--- src/rtl/sect_map_pkg.sv ---
package sect_map_pkg;
  localparam int unsigned NUM_SECT  = 4;
  localparam int unsigned IDX_W     = $clog2(NUM_SECT);
  localparam int unsigned ADDR_W    = 32;
  localparam int unsigned SUM_W     = ADDR_W + 1;
  localparam int unsigned UNIT_LOG2 = 24;
  localparam logic [1:0]  SPACE_RSV = 2'd2;
  localparam logic [1:0]  MAP_NONE  = 2'd0;
  localparam logic [1:0]  MAP_BOTH  = 2'd3;

  typedef struct packed {
    logic [7:0] base;
    logic       pad_a;
    logic [2:0] size_code;
    logic [1:0] pad_b;
    logic [1:0] space;
    logic [5:0] pad_c;
    logic [1:0] map;
    logic [7:0] start;
  } sect_desc_t;

  typedef enum logic [1:0] {
    TGT_C0   = 2'd0,
    TGT_C1   = 2'd1,
    TGT_RSV  = 2'd2,
    TGT_NONE = 2'd3
  } tgt_e;
endpackage

--- src/rtl/sect_desc_bank.sv ---
module sect_desc_bank
  import sect_map_pkg::*;
(
  input  logic                    clk,
  input  logic                    rst_n,
  input  logic                    cfg_we,
  input  logic [IDX_W-1:0]        cfg_idx,
  input  logic [ADDR_W-1:0]       cfg_wdata,
  output sect_desc_t [NUM_SECT-1:0] desc
);
  sect_desc_t [NUM_SECT-1:0] desc_q, desc_d;

  always_comb begin
    desc_d = desc_q;
    desc_d[cfg_idx] = sect_desc_t'(cfg_wdata);
  end

  always_ff @(posedge clk or negedge rst_n) begin
    if (!rst_n) begin
      desc_q <= '0;
    end else if (cfg_we) begin
      desc_q <= desc_d;
    end
  end

  assign desc = desc_q;
endmodule

--- src/rtl/sect_match.sv ---
module sect_match
  import sect_map_pkg::*;
(
  input  sect_desc_t        desc,
  input  logic [ADDR_W-1:0] addr,
  output logic              match,
  output logic [ADDR_W-1:0] offset,
  output logic [SUM_W-1:0]  size_bytes,
  output logic              counts
);
  localparam logic [SUM_W-1:0] UNIT = SUM_W'(1) << UNIT_LOG2;

  logic [SUM_W-1:0] base_w, limit_w, addr_w;

  always_comb begin
    size_bytes = UNIT << desc.size_code;
    base_w     = {1'b0, desc.base, 24'h0};
    limit_w    = base_w + size_bytes;
    addr_w     = {1'b0, addr};
    match      = (desc.map != MAP_NONE) && (addr_w >= base_w) && (addr_w < limit_w);
    offset     = addr - {desc.base, 24'h0};
    counts     = (desc.map != MAP_NONE) && (desc.space != SPACE_RSV);
  end

  always_comb begin
    AST_UNMAPPED_SILENT: assert (!(desc.map == MAP_NONE && match));
    AST_OFFSET_INSIDE: assert (!match || ({1'b0, offset} < size_bytes));
  end
endmodule

--- src/rtl/sect_size_total.sv ---
module sect_size_total
  import sect_map_pkg::*;
(
  input  logic [NUM_SECT-1:0]            counts,
  input  logic [NUM_SECT-1:0][SUM_W-1:0] sizes,
  output logic [SUM_W-1:0]               total
);
  always_comb begin
    total = '0;
    for (int i = 0; i < NUM_SECT; i++) begin
      if (counts[i]) total = total + sizes[i];
    end
  end
endmodule

--- src/rtl/sect_map_top.sv ---
module sect_map_top
  import sect_map_pkg::*;
(
  input  logic        clk,
  input  logic        rst_n,
  input  logic        cfg_we,
  input  logic [1:0]  cfg_idx,
  input  logic [31:0] cfg_wdata,
  input  logic [31:0] req_addr,
  output logic        hit,
  output logic        miss,
  output logic [1:0]  tgt,
  output logic        ilv_hit,
  output logic [31:0] dev_addr,
  output logic [32:0] sdram_bytes
);
  logic [1:0] rst_sync_q;
  logic       rst_sync_n;

  always_ff @(posedge clk or negedge rst_n) begin
    if (!rst_n) rst_sync_q <= 2'b00;
    else        rst_sync_q <= {rst_sync_q[0], 1'b1};
  end
  assign rst_sync_n = rst_sync_q[1];

  sect_desc_t [NUM_SECT-1:0]            desc;
  logic       [NUM_SECT-1:0]            match_v, count_v;
  logic       [NUM_SECT-1:0][ADDR_W-1:0] off_v;
  logic       [NUM_SECT-1:0][SUM_W-1:0] size_v;

  sect_desc_bank u_bank (
    .clk(clk), .rst_n(rst_n), .cfg_we(cfg_we & rst_sync_n),
    .cfg_idx(cfg_idx), .cfg_wdata(cfg_wdata), .desc(desc)
  );

  for (genvar g = 0; g < NUM_SECT; g++) begin : g_sect
    sect_match u_match (
      .desc(desc[g]), .addr(req_addr), .match(match_v[g]),
      .offset(off_v[g]), .size_bytes(size_v[g]), .counts(count_v[g])
    );
  end

  sect_size_total u_total (.counts(count_v), .sizes(size_v), .total(sdram_bytes));

  logic             found;
  logic [IDX_W-1:0] sel;
  sect_desc_t       win;
  logic [ADDR_W-1:0] woff, local_off;

  always_comb begin
    found = 1'b0;
    sel   = '0;
    for (int i = 0; i < NUM_SECT; i++) begin
      if (!found && match_v[i]) begin
        found = 1'b1;
        sel   = IDX_W'(i);
      end
    end
    win  = desc[sel];
    woff = off_v[sel];
  end

  always_comb begin
    hit       = found;
    miss      = !found;
    tgt       = TGT_NONE;
    ilv_hit   = 1'b0;
    dev_addr  = '0;
    local_off = woff;
    if (found) begin
      if (win.space == SPACE_RSV) begin
        tgt = TGT_RSV;
      end else if (win.map == MAP_BOTH) begin
        ilv_hit   = 1'b1;
        tgt       = woff[7] ? TGT_C1 : TGT_C0;
        local_off = {1'b0, woff[31:8], woff[6:0]};
      end else begin
        tgt = (win.map == 2'd2) ? TGT_C1 : TGT_C0;
      end
      dev_addr = local_off + {win.start, 24'h0};
    end
  end

  AST_ILV_BLOCK: assert property (@(posedge clk) disable iff (!rst_sync_n)
    ilv_hit |-> (hit && tgt == {1'b0, req_addr[7]}));
  AST_SIZE_HOLD: assert property (@(posedge clk) disable iff (!rst_sync_n)
    !$past(cfg_we) |-> $stable(sdram_bytes));
  AST_MISS_CLEAN: assert property (@(posedge clk) disable iff (!rst_sync_n)
    miss |-> (!hit && tgt == TGT_NONE && dev_addr == '0 && !ilv_hit));
  AST_RSV_FLAT: assert property (@(posedge clk) disable iff (!rst_sync_n)
    (hit && tgt == TGT_RSV) |-> !ilv_hit);
endmodule

--- config.mk ---
export PLATFORM = sky130hd
export DESIGN_NAME = sect_map_top
export DESIGN_NICKNAME = d
export VERILOG_FILES = /design/src/rtl/sect_map_pkg.sv /design/src/rtl/sect_desc_bank.sv /design/src/rtl/sect_match.sv /design/src/rtl/sect_size_total.sv /design/src/rtl/sect_map_top.sv
export SDC_FILE = /design/constraint.sdc
export NUM_CORES = 1
export LEC_CHECK = 0
export BUFFER_PORTS_ARGS = -buffer_cell sky130_fd_sc_hd__buf_2
export CAP_MARGIN = 5
export CORE_AREA = 2 2 197 199
export CTS_BUF_LIST = sky130_fd_sc_hd__clkbuf_2 sky130_fd_sc_hd__clkbuf_4 sky130_fd_sc_hd__clkbuf_8
export CTS_CLUSTER_SIZE = 30
export DETAILED_ROUTE_END_ITERATION = 7
export DIE_AREA = 0 0 199 201
export GPL_ROUTABILITY_DRIVEN = 0
export PLACE_DENSITY = 0.7
export SLEW_MARGIN = 40
export SYNTH_ARGS = -nofsm -noshare
export SYNTH_HDL_FRONTEND = slang
export SYNTH_HIERARCHICAL = 1
export SYNTH_SLANG_ARGS = --single-unit
--- constraint.sdc ---
create_clock -name clk -period 8.4 [get_ports clk]
set_input_delay 2.1 -clock clk [delete_from_list [all_inputs] [get_ports clk]]
set_output_delay 2.1 -clock clk [all_outputs]
set_load 0.02 [all_outputs]
==> summary.md <==
| Metric | Value |
|---|---|
| Crit Path Max Fanout | 6 |
| Antenna viol nets, final | 0 |
| Critical Path AT | 6.62 ns |
| H-tree depth | 3 |
| Critical path endpoint category | output pin |
| Skew final | 0.0117 ns |
| DP HPWL | 37,000 um |
| Port bufs | 116 |
| DP Worst Slack | -0.532 ns |
| Area Overhead vs Synth | 11.6% |
| Multi-input logic area | 0.0138 sq mm |
| Number of DRC markers in iteration 0 | 961 |
| Worst Path Required | 6.30 ns |
| Mapped Area | 0.0174 sq mm |
| Register area | 0.00236 sq mm |
| Via count | 15,100 |
| Cells after Synth | 2,058 |
| Clk network pwr share | 3.9% |
| First-pass GRT wire length | 73,300 um |
| Leak Pwr | 9.36 nW |
| Die ar. | 0.0400 sq mm |
| P_int | 3.88 mW |
| # setup viols final | 4 |
| Tmin final | 8.72 ns |
| Crit-path most repeated cell | a21oi_2 |
| Pwr/cell area | 410 mW/mm^2 |
| Clock latency on the worst-skew pair | 0.39 ns |
| CTS sink count | 94 |
| Vias in the first global route | 14,600 |
| GRT Total Usage | 22.6% |
| CTS root buffer | clkbuf_8 |
| Clk buf depth | 2 |
| CTS tree | yes |
| Chip width | 199 um |
| Row Count | 72 |
| Comb pwr share | 87.8% |
| Slew at the pin closest to its max-slew limit | 0.766 ns |
| CP startpoint kind | primary input |
| Die Y | 201 um |
| Net Sw Frac | 51.3% |
| Layout Utilization | 50.9% |
| Routed WL per cell | 17.1 um |
| Failing checks | negative setup slack |
| Final Power | 7.96 mW |
| Final Max Slew Viols | 0 |
| CP max-delay cell | or4_1 |
| Fin Hold WS | 0.387 ns |
| Fin. Hold Viols | 0 |
| Layout fillers | 3,480 |
| Average size of a mapped cell | 8.45 sq um |
| IO Count | 139 |
| Max IR drop VDD | 0.409 mV |
| DR pass1 iterations | 6 |
| Vias per cell | 5.61 |
| CTS Buf Count | 9 |
| Initial core utilization | 45.6% |
| Clk slew on worst S/H paths | 0.12 ns |
| Crit Path Class | in -> out |
| Final Routed Wirelength | 46,100 um |
| Yosys warnings | 6 |
| Nets | 2,450 |
| Max_slew headroom | 48.8% |
| Largest net degree at the start of global routing | 60 |
| Share of total power in sequential cells | 8.2% |
| Max Clk Rate | 115 MHz |
| Worst hold path type | reg -> reg |
| Initial antenna violation count | 2 |
| Critical Path, Cell by Cell | buf_2 > or4_1 > or4_4 > a311oi_4 > o221a_1 > inv_2 > a32o_2 > a222oi_1 > buf_4 > nand2_4 > mux2_2 > ha_4 > fa_2 > a21o_1 > a21oi_2 > o21bai_1 > a21oi_2 > xor2_1 > nor2_2 > buf_6 |
| RSZ-0062 raised after global routing | yes |
| DR DRC count | 0 |
| Status | complete, but fails checks |
| Final WS setup | -0.319 ns |
| Max cap viols | 0 |
| Global route total overflow | 0 |
| Fraction of layout cells with a size suffix above 1 | 27.7% |
| Psw | 4.08 mW |
| Final period utilization | 104% |
| Critical path's largest stage delay | 0.54 ns |
| Placeable Area | 0.0381 sq mm |
power by group through the flow:
stage	Sequential [mW]	Combinational [mW]	Clock, mW
2_1_floorplan	0.619	4.88	0
3_3_place_gp	0.653	6.13	0
3_5_place_dp	0.661	6.22	0
4_1_cts	0.649	6.36	0.320
5_1_grt	0.667	7.60	0.339
6_report	0.655	6.99	0.314
final cells by class:
type                       instances  area share (%)
multi-input combinational       1673            71.1
inverter                         121            2.34
antenna                            2          0.0258
tap                              518            3.34
sequential                        94            12.2
clock inverter                     7           0.432
clock buffer                       9           0.638
timing repair buffer             273            10.0
cell usage in the layout (no fill, tap or decap), types with 15 or more instances in the layout:
cell	count
inv_1	118
o21bai_1	15
mux2_2	141
o21ai_0	89
dfrtp_1	89
mux4_2	41
xor2_1	54
nand3_1	35
buf_4	148
xnor2_1	79
nor3_1	22
a21o_1	57
nand4_1	17
a21oi_1	123
ha_1	180
nor4_1	18
and2_1	30
nor2_1	130
nand2b_1	20
nor2b_1	26
nand2_1	121
buf_2	107
mux2i_1	31
o21a_1	25
conb_1	101
critical path, delay by kind of cell:
family	cells	cell delay (ns)
compound gates	8	1.83
xor+xnor	1	0.22
fa+ha+maj	2	0.50
buf+inv	4	0.51
mux	1	0.31
simple gates	4	1.15
flip-flops by register name (all words and copies together), names as in the netlist:
register,count
rst_sync_q,2
u_bank/desc,92
repair_timing:
| item | 4_1_cts | 5_1_grt |
|---|---|---|
| setup buffers | 14 | 9 |
| pin swaps | 35 | 22 |
| gates resized for setup | 64 | 57 |
| hold buffers | 0 | 0 |
| gates cloned | 1 | 0 |
| endpoints found under the setup margin | 7 | 7 |
| endpoints found under the hold margin | 0 | 0 |
path summary, 6_finish.rpt:
path	start	endpoint	slack [ns]	cells past startpoint
worst min register to register	rst_sync_q[0]	rst_sync_q[1]	0.39	0
min in group asynchronous	rst_n	u_bank/desc[65]	1.64	1
worst min-delay path	rst_sync_q[0]	rst_sync_q[1]	0.39	0
worst max-delay path	req_addr[8]	dev_addr[30]	-0.32	20
worst max register to register	rst_sync_q[1]	u_bank/desc[25]	6.78	4
max in group asynchronous	rst_n	u_bank/desc[21]	5.81	2
metrics by stage:
step	instance area, sq um	cells	TNS (ns)
6_report	19400	2697	-0.709
5_1_grt	19400	2697	-1.37
4_1_cts	19100	2686	-0.410
3_5_place_dp	18400	2655	-1.59
3_3_place_gp	18400	2655	-1.52
2_1_floorplan	17900	2154	0
metal layers:
layer  share of wire (%)  global-route usage (%)
met4                 1.8                    5.36
met3                 5.5                    3.49
met1                  48                    32.5
met2                  45                    35.5
met5                   0                       0
(Power assumes the default switching activity.)
